--- src/rtl/halt_seq_pkg.sv ---
package halt_seq_pkg;

  typedef enum logic [2:0] {
    PS_RUN    = 3'd0,
    PS_WAIT   = 3'd1,
    PS_STOP   = 3'd2,
    PS_SETTLE = 3'd3,
    PS_FETCH  = 3'd4
  } pstate_t;

  // A halt is honoured when the watchdog is idle, or when the option
  // bit and the NMI level together override it.
  function automatic logic stop_permitted(input logic wdg_on,
                                          input logic ext_opt,
                                          input logic nmi_lvl);
    return !wdg_on || (ext_opt && nmi_lvl);
  endfunction

  // Terminal count of a settling counter that runs from 0 to cycles-1.
  function automatic logic count_is_last(input int unsigned cnt,
                                         input int unsigned cycles);
    return cnt == cycles - 1;
  endfunction

endpackage

--- src/rtl/halt_decide.sv ---
module halt_decide
  import halt_seq_pkg::*;
(
  input  logic stop_req,
  input  logic wait_req,
  input  logic wdg_active,
  input  logic ext_stop_opt,
  input  logic nmi_pin,
  output logic go_stop,
  output logic go_wait,
  output logic freeze_arm
);
  logic permit;

  always_comb begin
    permit     = stop_permitted(wdg_active, ext_stop_opt, nmi_pin);
    go_stop    = stop_req && permit;
    go_wait    = !go_stop && (wait_req || stop_req);
    freeze_arm = go_stop && wdg_active;
  end
endmodule

--- src/rtl/settle_timer.sv ---
module settle_timer
  import halt_seq_pkg::*;
#(
  parameter int unsigned CYCLES = 2048
) (
  input  logic                       clk,
  input  logic                       rst_n,
  input  logic                       run,
  output logic                       done,
  output logic [$clog2(CYCLES)-1:0]  count
);
  localparam int W = $clog2(CYCLES);

  assign done = run && count_is_last(int'(count), CYCLES);

  always_ff @(posedge clk or negedge rst_n) begin
    if (!rst_n)         count <= '0;
    else if (!run)      count <= '0;
    else if (done)      count <= '0;
    else                count <= count + W'(1);
  end

  assert_count_wrap_R6: assert property (@(posedge clk) disable iff (!rst_n)
    done |=> count == '0);
  assert_count_step_R6: assert property (@(posedge clk) disable iff (!rst_n)
    (run && !done) |=> count == $past(count) + W'(1));
endmodule

--- src/rtl/wake_latch.sv ---
module wake_latch #(
  parameter int IRQ_W = 4
) (
  input  logic             clk,
  input  logic             rst_n,
  input  logic             capture,
  input  logic             clear,
  input  logic             rst_any,
  input  logic [IRQ_W-1:0] irq_in,
  output logic             pend_rst,
  output logic [IRQ_W-1:0] pend_irq
);
  always_ff @(posedge clk or negedge rst_n) begin
    if (!rst_n) begin
      pend_rst <= 1'b1;
      pend_irq <= '0;
    end else if (clear) begin
      pend_rst <= 1'b0;
      pend_irq <= '0;
    end else if (capture) begin
      pend_rst <= pend_rst | rst_any;
      pend_irq <= pend_irq | irq_in;
    end
  end

  assert_pending_sticky_R8: assert property (@(posedge clk) disable iff (!rst_n)
    (pend_rst && !clear) |=> pend_rst);
  assert_irq_sticky_R8: assert property (@(posedge clk) disable iff (!rst_n)
    (!clear) |=> ((pend_irq & $past(pend_irq)) == $past(pend_irq)));
endmodule

--- src/rtl/halt_seq_ctrl.sv ---
module halt_seq_ctrl
  import halt_seq_pkg::*;
#(
  parameter int unsigned SETTLE_CYCLES = 2048,
  parameter int          IRQ_W         = 4,
  parameter int          NRST          = 3
) (
  input  logic             clk,
  input  logic             rst_n,
  input  logic             stop_req,
  input  logic             wait_req,
  input  logic             wdg_active,
  input  logic             ext_stop_opt,
  input  logic             nmi_pin,
  input  logic [NRST-1:0]  rst_src,
  input  logic [IRQ_W-1:0] irq,
  output logic             osc_en,
  output logic             core_clk_en,
  output logic             wdg_freeze,
  output logic             wait_mode,
  output logic             vec_fetch,
  output logic             vec_reset,
  output logic [IRQ_W-1:0] vec_irq
);
  localparam int CW = $clog2(SETTLE_CYCLES);

  pstate_t          state, state_nx;
  logic             frz_q;
  logic             go_stop, go_wait, freeze_arm;
  logic             rst_any, wake_any, settle_done;
  logic             pend_rst;
  logic [IRQ_W-1:0] pend_irq, irq_gated;
  logic [CW-1:0]    settle_cnt;

  assign rst_any   = |rst_src;
  assign wake_any  = rst_any || (|irq);
  assign irq_gated = (state == PS_RUN) ? '0 : irq;

  halt_decide u_decide (
    .stop_req(stop_req), .wait_req(wait_req), .wdg_active(wdg_active),
    .ext_stop_opt(ext_stop_opt), .nmi_pin(nmi_pin),
    .go_stop(go_stop), .go_wait(go_wait), .freeze_arm(freeze_arm)
  );

  settle_timer #(.CYCLES(SETTLE_CYCLES)) u_timer (
    .clk(clk), .rst_n(rst_n), .run(state == PS_SETTLE),
    .done(settle_done), .count(settle_cnt)
  );

  wake_latch #(.IRQ_W(IRQ_W)) u_latch (
    .clk(clk), .rst_n(rst_n),
    .capture(state != PS_FETCH), .clear(state == PS_FETCH),
    .rst_any(rst_any), .irq_in(irq_gated),
    .pend_rst(pend_rst), .pend_irq(pend_irq)
  );

  always_comb begin
    state_nx = state;
    unique case (state)
      PS_RUN: begin
        if (rst_any)      state_nx = PS_FETCH;
        else if (go_stop) state_nx = PS_STOP;
        else if (go_wait) state_nx = PS_WAIT;
      end
      PS_WAIT:   if (wake_any)    state_nx = PS_FETCH;
      PS_STOP:   if (wake_any)    state_nx = PS_SETTLE;
      PS_SETTLE: if (settle_done) state_nx = PS_FETCH;
      PS_FETCH:                   state_nx = PS_RUN;
      default:                    state_nx = PS_SETTLE;
    endcase
  end

  always_ff @(posedge clk or negedge rst_n) begin
    if (!rst_n) begin
      state <= PS_SETTLE;
      frz_q <= 1'b0;
    end else begin
      state <= state_nx;
      if (state == PS_RUN && !rst_any && go_stop) frz_q <= freeze_arm;
      else if (state != PS_STOP)                  frz_q <= 1'b0;
      else if (wake_any)                          frz_q <= 1'b0;
    end
  end

  assign osc_en      = (state != PS_STOP);
  assign core_clk_en = (state == PS_RUN) || (state == PS_FETCH);
  assign wdg_freeze  = (state == PS_STOP) && frz_q;
  assign wait_mode   = (state == PS_WAIT);
  assign vec_fetch   = (state == PS_FETCH);
  assign vec_reset   = vec_fetch && pend_rst;
  assign vec_irq     = (vec_fetch && !pend_rst) ? pend_irq : '0;

  assert_stop_entry_R2: assert property (@(posedge clk) disable iff (!rst_n)
    (state == PS_RUN && !rst_any && go_stop) |=> (!osc_en && !core_clk_en));
  assert_stop_to_wait_R3: assert property (@(posedge clk) disable iff (!rst_n)
    (state == PS_RUN && !rst_any && stop_req && !go_stop) |=> (wait_mode && osc_en));
  assert_freeze_held_R4: assert property (@(posedge clk) disable iff (!rst_n)
    (wdg_freeze && !wake_any) |=> wdg_freeze);
  assert_exit_unfreeze_R6: assert property (@(posedge clk) disable iff (!rst_n)
    (state == PS_STOP && wake_any) |=> (osc_en && !wdg_freeze && !core_clk_en));
  assert_fetch_single_R6: assert property (@(posedge clk) disable iff (!rst_n)
    vec_fetch |=> (!vec_fetch && core_clk_en));
  assert_wait_exit_R7: assert property (@(posedge clk) disable iff (!rst_n)
    (state == PS_WAIT && wake_any) |=> vec_fetch);
  assert_run_reset_R10: assert property (@(posedge clk) disable iff (!rst_n)
    (state == PS_RUN && rst_any) |=> (vec_fetch && vec_reset));
  assert_reset_first_R9: assert property (@(posedge clk) disable iff (!rst_n)
    vec_reset |-> (vec_irq == '0));
endmodule

--- config.mk ---
export PLATFORM = sky130hd
export DESIGN_NAME = halt_seq_ctrl
export DESIGN_NICKNAME = d
export VERILOG_FILES = /design/src/rtl/halt_seq_pkg.sv /design/src/rtl/halt_decide.sv /design/src/rtl/settle_timer.sv /design/src/rtl/wake_latch.sv /design/src/rtl/halt_seq_ctrl.sv
export SDC_FILE = /design/constraint.sdc
export NUM_CORES = 1
export LEC_CHECK = 0
export ABC_AREA = 1
export BUFFER_PORTS_ARGS = -buffer_cell sky130_fd_sc_hd__buf_2
export CAP_MARGIN = 20
export CORE_MARGIN = 4
export CORE_UTILIZATION = 41
export CTS_BUF_LIST = sky130_fd_sc_hd__clkbuf_8
export DETAILED_ROUTE_END_ITERATION = 12
export PLACE_DENSITY = 0.73
export REMOVE_ABC_BUFFERS = 1
export SLEW_MARGIN = 20
export SYNTH_ARGS = -nofsm -noshare
export SYNTH_HDL_FRONTEND = slang
export SYNTH_SLANG_ARGS = --single-unit
--- constraint.sdc ---
create_clock -name clk -period 1.51 [get_ports clk]
set_clock_uncertainty 0.05 [all_clocks]
set_input_delay 0.0755 -clock clk [delete_from_list [all_inputs] [get_ports clk]]
set_output_delay 0.0755 -clock clk [all_outputs]
set_load 0.005 [all_outputs]
==> results.sh <==
export IMPL_drtIter0Drc=27
export IMPL_worst_slew_pin_slew_ns=0.443
export IMPL_dieHeight_um=59.5
export IMPL_die_area_um2=3540
export IMPL_seq_area_frac_synth_pct=46.4
export IMPL_grt_pass1_vias=983
export IMPL_drt_first_pass_iters=5
export IMPL_irDropWorstVdd_v=0.000951
export IMPL_grt_pass1_wl_mm=3.91
export IMPL_crit_required_ns=1.38
export IMPL_setup_violations=0
export IMPL_drv_slew=0
export IMPL_htreeDepth=1
export IMPL_drc=0
export IMPL_end_kind="primary output"
export IMPL_critPathMaxStageDelay_ns=0.57
export IMPL_arrival_ns=1.31
export IMPL_coreArea_um2=2500
export IMPL_relSlewSlack_pct=70.5
export IMPL_cts_buffer_depth=2
export IMPL_startpoint_type="flop"
export IMPL_start_util_pct=43.4
export IMPL_gr_usage_all_layers_pct=14.6
export IMPL_diodes=0
export IMPL_ys_types=22
export IMPL_cts_root_buf="clkbuf_8"
export IMPL_place_hpwl_mm=1.64
export IMPL_fin_crit_ns=1.44
export IMPL_cap_violations=0
export IMPL_drive_gt1_share_pct=29.9
export IMPL_slowest_stage="dfstp_2"
export IMPL_avgSynthCellArea_um2=7.49
export IMPL_antenna_found_initial=0
export IMPL_period_share_pct=95.2
export IMPL_ys_ff_latch=20
export IMPL_gr_total_overflow=0
export IMPL_crit_buf_inv=2
export IMPL_cellLeakagePower_nw=0.719
export IMPL_syn2layout_area_growth_pct=24.9
export IMPL_hold_ws_ns=0.00857
export IMPL_num_rows=18
export IMPL_fin_ws_ns=0.0732
export IMPL_final_common_cell="nand2_1"
export IMPL_vias_per_cell=4.73
export IMPL_outcome="completed"
export IMPL_dr_total_vias=979
export IMPL_post_drt_wl_per_cell_um=10.7
export IMPL_place_inst=198
export IMPL_final_cell_mix="35 x nand2_1, 23 x nor2_1, 23 x buf_2"
export IMPL_clkTransAtPathRegs_ns=0.07
export IMPL_regToRegSetupSlack_ns=0.10
export IMPL_hold_path_class="input port to flop"
export IMPL_grt_max_degree=21
export IMPL_clk_insertion_delay_late_ns=0.26
export IMPL_place_congestion=0.867
export IMPL_clock_sinks=20
export IMPL_crit_type="flop to primary output"
export IMPL_hold_violations=0
export IMPL_port_buffers=23
export IMPL_io_pins=24
export IMPL_syn_area_um2=1090
export IMPL_place_ws_ns=0.124
export IMPL_nets=193
export IMPL_path_delay_family="flip-flops"
export IMPL_powerDensity_nw_per_um2=1400
export IMPL_final_cell_count_no_fill=207
export IMPL_rsz0062_at_grt="true"
export IMPL_numCtsBuffers=3
export IMPL_die_width_um=59.5
export IMPL_routed_wl_mm=2.22
export IMPL_max_freq_ghz=0.696
export IMPL_path_cells="inv_2 -> nand2_4 -> nor2_4 -> nand2_2 -> nor2_1 -> buf_2"
export IMPL_cts_tree="done"
export IMPL_antenna_left=0
export IMPL_synth_warnings=0
export IMPL_synth_cells=145
export IMPL_crit_fanout=6
-- cell usage after synthesis, drive strengths merged --
master	n	share of area [%]
nor3b	1	0.69
xnor2	2	1.6
a21oi	4	2.2
nor3	1	0.46
a31oi	1	0.58
nand3	10	5.5
inv	26	9.0
dfstp	3	7.3
nor2	31	13
ha	1	1.2
nand4	1	0.58
xor2	1	0.81
dfrtp	17	39
nand2	40	15
o21ai	6	2.8
-- through the flow --
| step | cell area (µm²) | util [%] | power [W] | TNS (ns) |
|---|---|---|---|---|
| global placement | 1240 | 49.5 | 0.00140 | 0 |
| finish | 1360 | 54.3 | 0.00190 | 0 |
| floorplan | 1090 | - | 0.00123 | 0 |
| detailed placement | 1240 | 49.5 | 0.00141 | 0 |
| CTS | 1340 | 53.6 | 0.00189 | 0 |
| global route | 1360 | 54.3 | 0.00206 | -0.0261 |
-- per-layer routing --
metal | routed length, µm | global-route usage [%] | part of all wire (%) | vias to the layer above
li1 | - | - | - | 505
met1 | 948 | 16.3 | 43 | 432
met2 | 1110 | 25.4 | 50 | 35
met5 | 0 | 0 | 0 | -
met4 | 50 | 7.44 | 2.3 | 0
met3 | 112 | 3.70 | 5.0 | 7
-- area by class of cell --
type	instances	area, µm²
Sequential cell	20	504
Clock buffer	4	55.1
Multi-Input combinational cell	99	502
Inverter	26	97.6
Fill cell	220	1140
Tap cell	30	37.5
Timing Repair Buffer	28	160
-- flip-flops by register name (all words and copies together) (netlist names) --
name	count
frz_q	1
u_timer.count	11
state	3
u_latch.pend_irq	4
u_latch.pend_rst	1
-- report_power, final --
| part | switching [W] | internal [W] |
|---|---|---|
| clock | 0.000173 | 0.000232 |
| combinational | 0.000475 | 0.000269 |
| sequential | 0.0000681 | 0.000685 |
| total | 0.000716 | 0.00119 |
-- worst paths after layout --
path / start / end / cells after the start
worst max-delay path: state[1] / vec_irq[2] / 6
min in group asynchronous: rst_n / u_timer.count[3] / 2
max in group asynchronous: rst_n / state[1] / 2
worst min-delay path: irq[0] / u_latch.pend_irq[0] / 3
worst max register to register: state[0] / u_timer.count[9] / 7
worst min register to register: u_timer.count[0] / u_timer.count[0] / 1
-- kinds of logic (layout without fill, tap and decap cells) --
logic type / after synthesis / after routing / synth area share (%)
xor gates and xnor gates: 3 / 3 / 2.42
DFF: 20 / 20 / 46.4
AOI/OAI and AO/OA: 11 / 11 / 5.53
adders and majority gates: 1 / 1 / 1.15
and+or+nand+nor: 84 / 84 / 35.5
buffers and inverters: 26 / 58 / 8.99
-- timing repair --
item / 4_1_cts / 5_1_grt
hold buffers: 3 / 0
pin swaps: 0 / 1
buffers inserted: 1 / 1
setup endpoints to repair: 5 / 5
endpoints found under the hold margin: 19 / 0
gates resized for setup: 3 / 4
-- worst reg2reg max path, delay by kind of cell (launching register included) --
kind	cells	cell delay, ns
flip-flops	1	0.56
AND/OR/NAND/NOR	4	0.42
buffers and inverters	2	0.21
AO/OA/AOI/OAI	1	0.10
Power figures use the tool's default switching activity.
